## config.mk

```make
export PLATFORM = sky130hd
export DESIGN_NAME = mw_eeprom
export DESIGN_NICKNAME = d
export VERILOG_FILES = /design/src/rtl/mw_eeprom_pkg.sv /design/src/rtl/mw_eeprom_edge.sv /design/src/rtl/mw_eeprom_decoder.sv /design/src/rtl/mw_eeprom_array.sv /design/src/rtl/mw_eeprom_shifter.sv /design/src/rtl/mw_eeprom.sv
export SDC_FILE = /design/constraint.sdc
export NUM_CORES = 2
export LEC_CHECK = 0
export ABC_AREA = 1
export BUFFER_PORTS_ARGS = -buffer_cell sky130_fd_sc_hd__clkbuf_2
export CORE_MARGIN = 2
export CORE_UTILIZATION = 51
export CTS_CLUSTER_DIAMETER = 60
export DETAILED_ROUTE_END_ITERATION = 8
export PLACE_DENSITY = 0.77
export SLEW_MARGIN = 20
export SYNTH_ARGS = -nofsm -noshare
export SYNTH_HDL_FRONTEND = slang
export SYNTH_SLANG_ARGS = --single-unit
```

## constraint.sdc

```tcl
create_clock -name clk -period 2.8 [get_ports clk]
set_input_delay 0.14 -clock clk [delete_from_list [all_inputs] [get_ports clk]]
set_output_delay 0.14 -clock clk [all_outputs]
set_load 0.005 [all_outputs]
```

## src/rtl/mw_eeprom_pkg.sv

```systemverilog
package mw_eeprom_pkg;

  localparam int WORD_W = 16;

  typedef enum logic [1:0] {
    OP_SYS   = 2'b00,
    OP_WRITE = 2'b01,
    OP_READ  = 2'b10,
    OP_ERASE = 2'b11
  } opcode_e;

  typedef enum logic [1:0] {
    SUB_LOCK  = 2'b00,
    SUB_FILL  = 2'b01,
    SUB_CLEAR = 2'b10,
    SUB_ARM   = 2'b11
  } sys_sub_e;

  typedef enum logic [2:0] {
    ST_IDLE,
    ST_OPC,
    ST_ADDR,
    ST_DATA,
    ST_READ,
    ST_HOLD
  } dec_state_e;

endpackage

```

## src/rtl/mw_eeprom_edge.sv

```systemverilog
module mw_eeprom_edge (
  input  logic clk,
  input  logic rst_n,
  input  logic sk,
  output logic sk_rise
);
  logic sk_q;

  always_ff @(posedge clk or negedge rst_n) begin
    if (!rst_n) sk_q <= 1'b0;
    else        sk_q <= sk;
  end

  assign sk_rise = sk & ~sk_q;
endmodule

```

## src/rtl/mw_eeprom_decoder.sv

```systemverilog
module mw_eeprom_decoder
  import mw_eeprom_pkg::*;
#(
  parameter int ADDR_W = 6
) (
  input  logic                clk,
  input  logic                rst_n,
  input  logic                cs,
  input  logic                di,
  input  logic                sk_rise,
  output logic                reading,
  output logic                rd_load,
  output logic [ADDR_W-1:0]   rd_addr,
  output logic                wen,
  output logic                cmd_wr,
  output logic                cmd_all,
  output logic [ADDR_W-1:0]   cmd_addr,
  output logic [WORD_W-1:0]   cmd_data
);
  localparam int CNT_W = 5;
  localparam logic [CNT_W-1:0] ADDR_LAST = CNT_W'(ADDR_W - 1);
  localparam logic [CNT_W-1:0] DATA_LAST = CNT_W'(WORD_W - 1);

  dec_state_e          state;
  logic [CNT_W-1:0]    cnt;
  logic [1:0]          op_q;
  logic [ADDR_W-1:0]   addr_q;
  logic [WORD_W-1:0]   data_q;
  logic [ADDR_W-1:0]   addr_nx;
  logic [WORD_W-1:0]   data_nx;
  sys_sub_e            sub_nx;

  assign addr_nx = {addr_q[ADDR_W-2:0], di};
  assign data_nx = {data_q[WORD_W-2:0], di};
  assign sub_nx  = sys_sub_e'(addr_nx[ADDR_W-1 -: 2]);
  assign reading = (state == ST_READ);
  assign rd_addr = addr_q;

  always_ff @(posedge clk or negedge rst_n) begin
    if (!rst_n) begin
      state    <= ST_IDLE;
      cnt      <= '0;
      op_q     <= '0;
      addr_q   <= '0;
      data_q   <= '0;
      wen      <= 1'b0;
      rd_load  <= 1'b0;
      cmd_wr   <= 1'b0;
      cmd_all  <= 1'b0;
      cmd_addr <= '0;
      cmd_data <= '0;
    end else begin
      rd_load <= 1'b0;
      cmd_wr  <= 1'b0;
      cmd_all <= 1'b0;
      if (!cs) begin
        state <= ST_IDLE;
        cnt   <= '0;
      end else if (sk_rise) begin
        case (state)
          ST_IDLE: begin
            if (di) begin
              state <= ST_OPC;
              cnt   <= '0;
            end
          end
          ST_OPC: begin
            op_q <= {op_q[0], di};
            if (cnt == CNT_W'(1)) begin
              state <= ST_ADDR;
              cnt   <= '0;
            end else begin
              cnt <= cnt + 1'b1;
            end
          end
          ST_ADDR: begin
            addr_q <= addr_nx;
            if (cnt == ADDR_LAST) begin
              cnt <= '0;
              case (opcode_e'(op_q))
                OP_READ: begin
                  state   <= ST_READ;
                  rd_load <= 1'b1;
                end
                OP_WRITE: state <= ST_DATA;
                OP_ERASE: begin
                  state    <= ST_HOLD;
                  cmd_wr   <= wen;
                  cmd_addr <= addr_nx;
                  cmd_data <= '1;
                end
                default: begin
                  case (sub_nx)
                    SUB_ARM: begin
                      wen   <= 1'b1;
                      state <= ST_HOLD;
                    end
                    SUB_LOCK: begin
                      wen   <= 1'b0;
                      state <= ST_HOLD;
                    end
                    SUB_CLEAR: begin
                      state    <= ST_HOLD;
                      cmd_wr   <= wen;
                      cmd_all  <= wen;
                      cmd_data <= '1;
                    end
                    default: state <= ST_DATA;
                  endcase
                end
              endcase
            end else begin
              cnt <= cnt + 1'b1;
            end
          end
          ST_DATA: begin
            data_q <= data_nx;
            if (cnt == DATA_LAST) begin
              state    <= ST_HOLD;
              cnt      <= '0;
              cmd_wr   <= wen;
              cmd_all  <= wen & (opcode_e'(op_q) == OP_SYS);
              cmd_addr <= addr_q;
              cmd_data <= data_nx;
            end else begin
              cnt <= cnt + 1'b1;
            end
          end
          default: ;
        endcase
      end
    end
  end
endmodule

```

## src/rtl/mw_eeprom_array.sv

```systemverilog
module mw_eeprom_array
  import mw_eeprom_pkg::*;
#(
  parameter int ADDR_W = 6
) (
  input  logic                clk,
  input  logic                rst_n,
  input  logic                wr,
  input  logic                all,
  input  logic [ADDR_W-1:0]   waddr,
  input  logic [WORD_W-1:0]   wdata,
  input  logic [ADDR_W-1:0]   raddr,
  output logic [WORD_W-1:0]   rdata
);
  localparam int DEPTH = 1 << ADDR_W;

  logic [WORD_W-1:0] mem [DEPTH];

  generate
    for (genvar g = 0; g < DEPTH; g++) begin : g_word
      always_ff @(posedge clk or negedge rst_n) begin
        if (!rst_n)
          mem[g] <= '1;
        else if (wr && (all || waddr == ADDR_W'(g)))
          mem[g] <= wdata;
      end
    end
  endgenerate

  assign rdata = mem[raddr];
endmodule

```

## src/rtl/mw_eeprom_shifter.sv

```systemverilog
module mw_eeprom_shifter
  import mw_eeprom_pkg::*;
(
  input  logic              clk,
  input  logic              rst_n,
  input  logic              cs,
  input  logic              sk_rise,
  input  logic              reading,
  input  logic              load,
  input  logic [WORD_W-1:0] word,
  output logic              dout
);
  logic [WORD_W:0] sr;

  always_ff @(posedge clk or negedge rst_n) begin
    if (!rst_n)                sr <= '0;
    else if (!cs)              sr <= '0;
    else if (load)             sr <= {1'b0, word};
    else if (sk_rise && reading) sr <= {sr[WORD_W-1:0], 1'b0};
  end

  assign dout = cs & reading & sr[WORD_W];
endmodule

```

## src/rtl/mw_eeprom.sv

```systemverilog
module mw_eeprom
  import mw_eeprom_pkg::*;
#(
  parameter int ADDR_W = 6
) (
  input  logic clk,
  input  logic rst_n,
  input  logic cs,
  input  logic sk,
  input  logic di,
  output logic dout
);
  logic                sk_rise;
  logic                reading;
  logic                rd_load;
  logic [ADDR_W-1:0]   rd_addr;
  logic                wen;
  logic                cmd_wr;
  logic                cmd_all;
  logic [ADDR_W-1:0]   cmd_addr;
  logic [WORD_W-1:0]   cmd_data;
  logic [WORD_W-1:0]   rd_word;

  mw_eeprom_edge u_edge (
    .clk(clk), .rst_n(rst_n), .sk(sk), .sk_rise(sk_rise)
  );

  mw_eeprom_decoder #(.ADDR_W(ADDR_W)) u_dec (
    .clk(clk), .rst_n(rst_n), .cs(cs), .di(di), .sk_rise(sk_rise),
    .reading(reading), .rd_load(rd_load), .rd_addr(rd_addr), .wen(wen),
    .cmd_wr(cmd_wr), .cmd_all(cmd_all), .cmd_addr(cmd_addr),
    .cmd_data(cmd_data)
  );

  mw_eeprom_array #(.ADDR_W(ADDR_W)) u_arr (
    .clk(clk), .rst_n(rst_n), .wr(cmd_wr), .all(cmd_all),
    .waddr(cmd_addr), .wdata(cmd_data), .raddr(rd_addr), .rdata(rd_word)
  );

  mw_eeprom_shifter u_shf (
    .clk(clk), .rst_n(rst_n), .cs(cs), .sk_rise(sk_rise),
    .reading(reading), .load(rd_load), .word(rd_word), .dout(dout)
  );
endmodule

```

==> metrics.txt <==
Design Power=38.7 mW; headroom to the max-slew limit=between 30 and 40%; Top Metal Used=met4; Final ANT Viol Nets=0; Clock Power Share=about 40%; area delta synth->final=10.1%; total grt overflow=0; Top FF cell, synth=dfstp_2; CTS clk-pin slew, worst paths=0.07 ns; Sw Pwr=12.1 mW; Pleak=21.3 nW; CP Cell Sequence=inv_8 > buf_12 > buf_4 > nand3_1 > nand3_1 > nand2_1 > nand2_1 > nand3_1 > nand3_1 > nand3_1 > nand2_1 > nand2_1; Num CTS Buffers=112; vias per inst=5.92; core area=between 0.1 and 0.15 mm2; Cell Rows=116; # H-tree levels=3; # hold bufs at CTS=4; min Tclk post-route=2.55 ns; number of synthesized flops with an enable pin=0; Ys Warns=0; Crit Reg-Reg Endpoint=u_shf.sr[2]$_DFFE_PN0P_; routed wl met2=68,200 um; max incr delay on CP=0.55 ns; Crit. End Element=flop; ys async rst share=100%; pre-CTS setup slack=about 0.33 ns; clock latency on the worst-skew pair=0.70 ns; total track usage=29.0%; internal power=26.6 mW; M1 WL=62,600 um; Power Dens Cells=between 600 and 700 mW/mm2; switching share of power=31.2%; setup bufs post-CTS=0; initial drt markers=6,133; clock sinks=1,099; CP Launch Type=flop; setup ws final=0.249 ns; I/O Buffers=5; Slew Viols, Final=0; RR Startpoint=u_dec.rd_addr[1]$_DFFE_PN0P_; cells after synthesis=about 6.3k; DRT Wirelength=151,000 um; # diodes=0; global-route wire length before repair=240,000 um; number of max-cap violations=0; vias in the first global route=41.9k; dpl hpwl=89,100 um; Final Skew=approximately 0.024 ns; worst slew pin tran=0.984 ns; worst hold slack=0.0451 ns; initial antenna violation count=1; Hold Violations, Final=0; slowest CP cell=dfrtp_4; Pre-antenna DRT Iters=7; Crit path top cell by count=nand3_1; maximum clock frequency=approximately 390 MHz; DR WL/cell=between 20 and 25 um; Max FO, Critical Path=41; share of the synthesized area in the top cell type=52.1%; CTS tree=built; synth unique cells=36; Syn Nets=6,355; Cell Area, Synth=0.0516 mm2; Worst Hold Class=input pin to asynchronous set/reset pin; Area contributors post-synth=dfstp_2 52%, nand2_1 18%, o21ai_0 11%, nand3_1 8.6%, dfrtp_1 3.6%; I/O Pins=6; Root Driver=clkbuf_16; final period utilization=91.1%; layout cell share with drive strength beyond 1=a little under a quarter; Peak VDD IR=593 uV; Data required, critical path=3.38 ns; Net count, final=6,100; met3 wire len=about 14,000 um; WP data arrival=3.14 ns; number of synthesized register bits=1,099; cells on worst reg2reg path=12; final setup fails=0; crit path kind=flop to flop; sequential power share=42.1%; syn avg cell area=8.15 um2; Comb pwr share=17.7%; outcome=complete, no violations; FF-to-FF setup slack=0.25 ns; Placer Congestion=0.947; Residual DRC=0; Die Wd=about 320 um; Seq/Total Area, Yosys=55.8%; vias=around 44k; post_cts resized=0; Initial Util=51.5%; die height=around 320 um; largest net degree at the start of global routing=128; setup TNS=0 ns; clk buf depth=3; RSZ-0062 raised after global routing=false; area leader, netlist=dfstp_2; Die Area=0.104 mm2
-- cell usage after synthesis (all sizes together) (2+ instances only) --
master and count:
o211ai 9, buf 226, ha 14, inv 60, nand3 889, mux2 12
dfrtp 75, nor2 47, a21oi 6, dfstp 1024, clkbuf 334, nand2 2474
o21ai 1146, o2bb2ai 2, nand4 2, o22ai 2, nor3 4
-- metrics by stage --
stage,cell area (um2),utilization (%),instances
3_5_place_dp,52900,52.8,7261
2_1_floorplan,51600,-,6336
5_1_grt,56800,56.7,7471
6_report,56800,56.7,7471
3_3_place_gp,52900,52.8,7261
4_1_cts,56800,56.7,7471
-- flip-flops by register name, indices dropped and copies added (netlist names) --
name            cells
u_dec.data_q       15
u_dec.rd_addr       6
u_dec.op_q          2
u_dec.cmd_wr        1
u_arr.mem        1024
u_dec.rd_load       1
u_dec.wen           1
u_dec.cmd_data     16
u_dec.state         3
u_edge.sk_q         1
u_dec.cmd_addr      6
u_dec.cnt           5
u_shf.sr           17
u_dec.cmd_all       1
-- layout make-up --
type	instances	area [um2]
Clock buffer	174	3490
Clock inverter	32	369
Fill cell	8684	43300
Inverter	61	246
Multi-Input combinational cell	4616	20200
Sequential cell	1099	28800
Tap cell	1298	1620
Timing Repair Buffer	191	2070
-- worst max-delay path by stage --
stage | from | end | slack, ns
final | u_dec.rd_addr[1]$_DFFE_PN0P_ | u_shf.sr[2]$_DFFE_PN0P_ | 0.25
after global routing | u_dec.rd_addr[0]$_DFFE_PN0P_ | u_shf.sr[2]$_DFFE_PN0P_ | 0.15
after CTS | u_dec.rd_addr[1]$_DFFE_PN0P_ | u_shf.sr[2]$_DFFE_PN0P_ | 0.33
after detailed placement | u_dec.rd_addr[1]$_DFFE_PN0P_ | u_shf.sr[2]$_DFFE_PN0P_ | 0.33
after global placement | u_dec.rd_addr[1]$_DFFE_PN0P_ | u_shf.sr[2]$_DFFE_PN0P_ | 0.35
after floorplan | u_dec.rd_addr[3]$_DFFE_PN0P_ | u_dec.cmd_data[10]$_DFFE_PN0P_ | 0.88
-- cells by family after synthesis --
family          Yosys count  synth area share [%]
simple gates           3418                  27.1
mux                      12                 0.262
xor+xnor                  2                0.0339
flops                  1099                  55.8
fa+ha+maj                14                 0.339
compound gates         1170                  11.4
buf+inv                 621                  5.05
-- metal layers --
layer | GRT usage, % | up-vias
li1 | - | 20200
met2 | 44.6 | 2160
met5 | 0 | -
met4 | 12.8 | 0
met3 | 4.85 | 382
met1 | 40.6 | 21500
-- layout by cell type, fill, tap and decap left out, drive strengths merged --
cell            n
a2111oi         1
a21boi          1
a21oi           6
a31oi           1
a32oi           1
buf           183
bufinv          7
clkbuf        178
clkinv         19
clkinvlp        3
dfrtp          75
dfstp        1024
dlygate4sd3     4
ha             14
inv            64
mux2           12
nand2        2474
nand3         889
nand4           2
nor2           47
nor3            4
nor3b           1
nor4            1
o2111ai         1
o211ai          9
o21ai        1146
o22ai           2
o2bb2ai         2
xnor2           1
xor2            1
-- power groups by stage --
stage | sequential [mW] | combinational (mW) | clock (mW)
after detailed placement | 16.5 | 6.66 | 0
final | 16.3 | 6.85 | 15.6
after global routing | 16.3 | 7.21 | 16.4
after global placement | 16.5 | 6.64 | 0
after CTS | 16.3 | 6.70 | 15.7
after floorplan | 16.5 | 3.67 | 0
-- critical path, delay by kind of cell, from the launching register on --
family | cells | cell delay, ns
and+or+nand+nor | 9 | 1.00
DFF | 1 | 0.55
buffers and inverters | 3 | 0.88
Power figures use the tool's default switching activity.
